### src/rtl/packed_lane_shifter.sv
module packed_lane_shifter (
  input  logic        clk,
  input  logic        rst_n,
  input  logic [1:0]  op_i,
  input  logic [1:0]  mode_i,
  input  logic [4:0]  src_idx_i,
  input  logic [31:0] operand_i,
  input  logic [31:0] amt_reg_i,
  input  logic        imm_sel_i,
  input  logic [3:0]  imm_i,
  output logic [31:0] result_o,
  output logic        sat_o
);
  localparam logic [1:0] OP_SRA = 2'd0;
  localparam logic [1:0] OP_SRL = 2'd1;
  localparam logic [1:0] OP_SLL = 2'd2;

  function automatic logic [16:0] lane_op(input logic [15:0] x, input logic [3:0] s,
                                          input logic w16, input logic [1:0] op,
                                          input logic md, input logic sg);
    logic signed [31:0] e, r, hi, lo;
    logic [31:0] t;
    logic ext_s, sat;
    ext_s = (op == OP_SRA) || (op == OP_SLL && sg);
    if (w16) e = ext_s ? {{16{x[15]}}, x} : {16'b0, x};
    else     e = ext_s ? {{24{x[7]}}, x[7:0]} : {24'b0, x[7:0]};
    r = '0;
    sat = 1'b0;
    t = '0;
    hi = '0;
    lo = '0;
    case (op)
      OP_SRA, OP_SRL: begin
        r = e >>> s;
        if (md && s != 4'd0) begin
          t = e >> (s - 4'd1);
          r = r + {31'b0, t[0]};
        end
      end
      OP_SLL: begin
        r = e <<< s;
        if (md) begin
          hi = sg ? (w16 ? 32'sd32767 : 32'sd127) : (w16 ? 32'sd65535 : 32'sd255);
          lo = sg ? (w16 ? -32'sd32768 : -32'sd128) : 32'sd0;
          if (r > hi) begin r = hi; sat = 1'b1; end
          else if (r < lo) begin r = lo; sat = 1'b1; end
        end
      end
      default: r = '0;
    endcase
    return {sat, r[15:0]};
  endfunction

  function automatic logic [8:0] pick8(input logic [16:0] f);
    return {f[16], f[7:0]};
  endfunction

  logic       bank_ok, is8, sgn;
  logic [3:0] amt;
  logic [31:0] res8, res16, res_d;
  logic [3:0] sat8;
  logic [1:0] sat16;
  logic       sat_d;

  assign bank_ok = (src_idx_i >= 5'd2) && (src_idx_i <= 5'd29);
  assign is8     = src_idx_i < 5'd16;
  assign sgn     = is8 ? (src_idx_i < 5'd8) : (src_idx_i < 5'd24);
  assign amt     = imm_sel_i ? imm_i : amt_reg_i[3:0];

  for (genvar g = 0; g < 4; g++) begin : g_byte
    assign {sat8[g], res8[g*8 +: 8]} =
      pick8(lane_op({8'b0, operand_i[g*8 +: 8]}, {1'b0, amt[2:0]}, 1'b0, op_i, mode_i[0], sgn));
  end

  for (genvar h = 0; h < 2; h++) begin : g_half
    assign {sat16[h], res16[h*16 +: 16]} =
      lane_op(operand_i[h*16 +: 16], amt, 1'b1, op_i, mode_i[0], sgn);
  end

  assign res_d = !bank_ok ? 32'b0 : (is8 ? res8 : res16);
  assign sat_d = bank_ok && (is8 ? |sat8 : |sat16);

  always_ff @(posedge clk) begin
    if (!rst_n) begin
      result_o <= '0;
      sat_o    <= 1'b0;
    end else begin
      result_o <= res_d;
      sat_o    <= sat_d;
    end
  end

  p_bad_bank_zero_r2: assert property (@(posedge clk) disable iff (!rst_n)
    !bank_ok |=> (result_o == 32'b0 && !sat_o));

  p_reserved_op_zero_r3: assert property (@(posedge clk) disable iff (!rst_n)
    (op_i == 2'd3) |=> (result_o == 32'b0 && !sat_o));

  p_no_flag_plain_r5: assert property (@(posedge clk) disable iff (!rst_n)
    !mode_i[0] |=> !sat_o);

  p_no_flag_right_r9: assert property (@(posedge clk) disable iff (!rst_n)
    (op_i != OP_SLL) |=> !sat_o);

  p_zero_amt_pass_r6: assert property (@(posedge clk) disable iff (!rst_n)
    (bank_ok && op_i != 2'd3 && (is8 ? amt[2:0] == 3'd0 : amt == 4'd0))
      |=> (result_o == $past(operand_i) && !sat_o));

  p_srl_top_clear_r4: assert property (@(posedge clk) disable iff (!rst_n)
    (bank_ok && op_i == OP_SRL && !mode_i[0] && (is8 ? amt[2:0] != 3'd0 : amt != 4'd0))
      |=> ($past(is8) ? {result_o[31], result_o[23], result_o[15], result_o[7]} == 4'b0
                      : {result_o[31], result_o[15]} == 2'b0));
endmodule

### config.mk
export PLATFORM = sky130hd
export DESIGN_NAME = packed_lane_shifter
export DESIGN_NICKNAME = d
export VERILOG_FILES = /design/src/rtl/packed_lane_shifter.sv
export SDC_FILE = /design/constraint.sdc
export NUM_CORES = 1
export LEC_CHECK = 0
export BUFFER_PORTS_ARGS = -buffer_cell sky130_fd_sc_hd__buf_2
export CORE_MARGIN = 2
export CORE_UTILIZATION = 67
export CTS_CLUSTER_DIAMETER = 200
export CTS_CLUSTER_SIZE = 12
export DETAILED_ROUTE_END_ITERATION = 10
export HOLD_SLACK_MARGIN = 0.06
export PLACE_DENSITY_LB_ADDON = 0.05
export SLEW_MARGIN = 0
export SYNTH_ARGS = -nofsm -noshare
export SYNTH_HDL_FRONTEND = slang
export SYNTH_SLANG_ARGS = --single-unit
export TNS_END_PERCENT = 100
### constraint.sdc
create_clock -name clk -period 8.1 [get_ports clk]
set_input_delay 0.405 -clock clk [delete_from_list [all_inputs] [get_ports clk]]
set_output_delay 0.405 -clock clk [all_outputs]
set_load 0.005 [all_outputs]
-- Word level (Yosys, flattened, before mapping)
Cells that the tools add are included.
- eq/ne operators: 2
- magnitude comparators: 17
- $add $sub $neg: 8
- muxes and demuxes: 68
- shifts and indexed selects: 18
- reduce and logical (&&, ||, !) cells: 13
- operators by type and width (kind ; count):
    $mux W32 ; 9
    $lt A32 B32 Y1 ; 6
    $shr A32 B4 Y1 ; 6
    $mux W16 ; 9
    $mux W8 ; 17
    $gt A32 B9 Y1 ; 4
    $sshl A32 B3 Y32 ; 4
    $sshr A32 B3 Y8 ; 4
    $gt A32 B17 Y1 ; 2
    $pmux W16 S2 ; 2
    $pmux W8 S2 ; 4
    $sshl A32 B4 Y32 ; 2
    $sshr A32 B4 Y16 ; 2
    $add A16 B1 Y16 ; 2
    $add A8 B1 Y8 ; 4
    $mux W1 ; 26
    $lt A5 B5 Y1 const B ; 2
    $ge A5 B2 Y1 const B ; 1
    $le A5 B5 Y1 const B ; 1
    $logic_and A1 B1 Y1 ; 5
    $lt A5 B4 Y1 const B ; 1
    $mux W4 ; 1
    $reduce_bool A4 Y1 ; 1
    $reduce_or A2 Y1 ; 2
    other kinds (9) ; 9
- input port bits: 80
- register bits: 33

-- Depth between registers and ports, before layout
- depth in word-level cells: 14
- mapped depth: 24

-- Worst setup path after synthesis
No wires, ideal clock.
- path kind: input port to flip-flop
- from: input port imm_sel_i
- to: register result_o[29]
- arrival time: 5.450 ns
- path slack: 2.527 ns
- stages: 23
- setup time: 0.124 ns
- required time: 7.976 ns
- cell sequence: buf_4 -> mux2_2 -> inv_2 -> buf_2 -> buf_4 -> buf_4 -> clkbuf_1 -> clkbuf_1 -> clkbuf_1 -> buf_1 -> ha_1 -> mux4_2 -> mux2i_1 -> ha_1 -> nand3_1 -> or2_1 -> o22ai_1 -> o221ai_1 -> nor4_1 -> xor2_1 -> nor2_1 -> o31ai_1 -> a21oi_1
- longest elaborated chain between the ends: 8
- elaborated cells on any way between the ends: 30
- those cells by class: 4 x add/sub; 4 x order compare; 6 x shift; 12 x mux; 4 x reduce/logical
- ends and longest elaborated chain (what ; line ; source):
    start, declared ; 9 ; input logic imm_sel_i,
    $mux W4 * ; 68 ; assign amt = imm_sel_i ? imm_i : amt_reg_i[3:0];
    branches (longest 6 deep; another with $add A16 B1 Y16) ; n/a ;
    $mux W32 * ; 80 ; assign res_d = !bank_ok ? 32'b0 : (is8 ? res8 : res16);
    end signal, assigned ; 88 ; result_o <= res_d;
    end, declared ; 11 ; output logic [31:0] result_o,
Mark *: on every way between the ends.
A chain may end at the register's enable or synchronous reset.

-- Final worst setup path
- from: input port imm_sel_i
- to: register result_o[8]
The elaborated chain is that of the path after synthesis.

==> parameters.txt <==
Parameter                              Value

Outcome
  Result of the run ... finished clean

CTS
  Clock root cell ... sky130_fd_sc_hd__clkbuf_16
  Maximum clock path buffer count ... 2
  Clock input transition at the sequential cells of the worst setup and hold paths ... 0.05 ns
  Number of H-tree levels ... 2
  Number of cells upsized or downsized after cts ... 0
  TritonCTS clock tree ... done
  Clk sink count ... 33
  Hold buffers post-CTS ... 0
  Number of buffers created by CTS ... 5
  Setup Buffers After CTS ... 0

Pwr
  Static leakage ... 4.54 nW
  Pint ... 0.647 mW
  Part of the total power dissipated in sequential elements ... 13.5%
  Combinational fraction of design power ... 73.2%
  Power Dens Cells ... 124 nW/um^2
  Fraction of power consumed by the clock network ... 13.2%
  Power spent charging and discharging nets ... 0.692 mW
  Switching share of total power ... 51.7%
  Peak supply drop ... 0.000110 V

Global route
  Largest net degree at the start of global routing ... 72
  Aggregate global routing overflow ... 0
  Global-route wire length before repair ... 62,600 um
  Aggregate global-route resource usage ... 48.0%
  Number of antenna violations at the first check in global routing ... 0
  Via count of the first global-routing pass ... 11.0k

Floorplanning
  Count of standard-cell rows ... 45
  Height of the die ... 129 um
  Total die area ... 16,600 um^2
  Overall die width ... 129 um
  Effective utilization at floorplan ... 68.5%
  Std-Cell Core Area ... 15,200 um^2
  Top-level I/O count ... 113

Cells and area
  Area Growth Syn to Fin ... 3.81%
  Number of fill cells in the layout ... 1,298
  Fraction of layout cells with a size suffix above 1 ... 13.3%
  Final net count ... 1,593
  Diodes inserted ... 0
  Layout Cell Area excl Fill ... 10,800 um^2

Drt
  Detail-routed net length per standard cell ... 25.1 um
  Via count ... 12.7k
  DR DRC count ... 0
  DRT Wirelength ... 40,500 um
  Detail Route Antenna Nets ... 0
  First-iteration detailed-routing DRC count ... 2,213
  Length of the first detailed-routing pass in iterations ... 6
  Number of vias per cell after detailed routing ... 7.86

Synth
  Most frequent cell after synthesis ... sky130_fd_sc_hd__nand2_1
  Gate count of the mapped netlist ... 1,442
  Number of library cell types mapped by synthesis ... 93
  Syn_area_per_cell ... 7.22 um^2
  Number of enable-type register cells in the synthesized netlist ... 0
  Warnings, synthesis ... 0
  Async set-reset flop share out of synthesis ... 0%
  Cell taking the most area after synthesis ... sky130_fd_sc_hd__ha_1
  Area fraction of the dominant cell type after synthesis ... 10.6%
  Flip-flop and latch count after synthesis ... 33
  Area of the mapped netlist ... 10,400 um^2
  Top cell types by occurrence after synthesis ... sky130_fd_sc_hd__nand2_1 (163), sky130_fd_sc_hd__nor2_1 (135), sky130_fd_sc_hd__o21ai_0 (101)
  Primary FF master, synth ... sky130_fd_sc_hd__dfxtp_1
  Number of nets in the synthesized netlist ... 1,610
  Most area-consuming cells after synthesis ... sky130_fd_sc_hd__ha_1 (11%), sky130_fd_sc_hd__mux4_2 (9.7%), sky130_fd_sc_hd__mux2i_1 (6.8%), sky130_fd_sc_hd__dfxtp_1 (6.3%), sky130_fd_sc_hd__nand2_1 (5.9%)
  Sequential fraction of the synthesis area ... 6.34%

Worst setup path
  Launching element type of the critical path ... input port
  Class of the most critical setup path ... in -> reg
  Worst endpoint required time ... 8.19 ns
  Element type at the critical path end ... register
  Crit-path max cell delay ... 0.95 ns
  Cell with the most instances on the worst path ... sky130_fd_sc_hd__o21a_1
  Arrival time worst endpoint ... 6.10 ns
  Ordered cell list for the critical path ... buf_2 > mux2_4 > clkinv_2 > buf_4 > a21oi_1 > o2bb2ai_1 > a21oi_1 > o21ai_0 > ha_1 > nor2b_1 > o21a_1 > o21a_1 > o21a_1 > o21ai_0 > a31oi_1 > nor2_1 > nor2_1 > o221ai_1 > o41ai_1
  Worst-path fanout max ... 67
  CP max-delay cell ... sky130_fd_sc_hd__nor2_1

Worst hold path
  Hold Crit Depth ... 3
  Worst Hold Endpoint ... result_o[13]
  Hold_sp ... op_i[0]
  Hold Crit Class ... in -> reg

Timing
  Final Max Tran Viols ... 0
  Achievable clock frequency ... 166 MHz
  Final total negative setup slack ... 0 ns
  Worst-Margin Slew ... 1.30 ns
  Crit path time final ... 6.01 ns
  Number of failing hold endpoints at the final stage ... 0
  Final worst path period share ... 74.2%
  Max_slew headroom ... 13.3%
  Unrepaired setup endpoints after global routing ... no
  Final setup violation count ... 0

Flow run
  Total of max-cap violations ... 0

Place
  Port Buf Inserts ... 82
  Post-DP HPWL ... 29,700 um
  Placer's final routability congestion estimate ... 1.01
  Instance area at placement ... 10,700 um^2
metal layers:
| metal | part of all wire [%] | routed length, um | global-route usage, % |
|---|---|---|---|
| met5 | 0 | 0 | 0 |
| met4 | 4.6 | 1860 | 15.7 |
| met3 | 18 | 7200 | 17.7 |
| met2 | 40 | 16400 | 69.2 |
| met1 | 37 | 15100 | 66.4 |
worst max-delay path: cells and delay by family:
kind                       cells  cell delay, ns
AOI/OAI and AO/OA             11            2.52
adders and majority gates      1            0.25
buffers and inverters          3            0.77
muxes                          1            0.90
and+or+nand+nor                3            1.25
state kept, by name, indices dropped and copies added, names as in the netlist:
signal,count
result_o,32
sat_o,1
layout make-up:
type                            count  area, um^2  area share, %
Clock buffer                        7         143           1.32
Inverter                           47         178           1.64
Multi-Input combinational cell   1238        9050           83.7
Sequential cell                    33         661           6.11
Tap cell                          188         235           2.18
Timing Repair Buffer              100         546           5.04
per-stage QoR:
step / worst slack, ns / util [%] / power (mW) / hold WS, ns / cells
finish: 2.09 / 71.1 / 1.34 / 0.553 / 1613
global placement: 2.25 / 70.2 / 1.09 / 0.781 / 1606
detailed placement: 2.11 / 70.2 / 1.11 / 0.779 / 1606
CTS: 2.40 / 71.1 / 1.29 / 0.549 / 1613
floorplan: 2.53 / - / 0.860 / 0.620 / 1442
global route: 1.86 / 71.1 / 1.42 / 0.562 / 1613
worst max path at each step:
stage	start	endpoint	slack [ns]	depth (start not counted)
after floorplan	imm_sel_i	result_o[29]	2.53	23
after CTS	imm_sel_i	result_o[14]	2.40	19
after detailed placement	imm_sel_i	result_o[14]	2.11	19
after global routing	imm_sel_i	result_o[14]	1.86	19
after global placement	imm_sel_i	result_o[12]	2.25	18
final	imm_sel_i	result_o[8]	2.09	19
placed cells by master (no fill, tap or decap), drive strengths merged, types with 14 or more instances in the layout:
cell type  instances
inv               44
xnor2             21
o221ai            16
nand2            163
xor2              22
mux2              17
a211oi            19
a31oi             26
buf              100
o211ai            22
mux4              45
dfxtp             33
o21ai            119
nor2             135
o22ai             18
nor4              15
nand3             33
ha                88
mux2i             73
nor3              44
a21o              17
o21a              19
a21oi             92
nor2b             14
power groups by stage:
stage	Clock (mW)	Sequential (mW)	Combinational [mW]
CTS	0.178	0.182	0.931
floorplan	0	0.187	0.673
finish	0.177	0.181	0.981
global placement	0	0.184	0.908
detailed placement	0	0.184	0.926
global route	0.189	0.183	1.05
cells by family (layout without fill, tap and decap cells):
logic type	Yosys count	count (layout)	share of synthesized area, %
flops	33	33	6.34
mux	135	135	18.7
buf+inv	171	154	6.93
xor+xnor	43	43	3.62
fa+ha+maj	88	88	10.6
simple gates	478	478	21.3
compound gates	494	494	32.5
No activity file was read; power rests on OpenSTA's default activity.
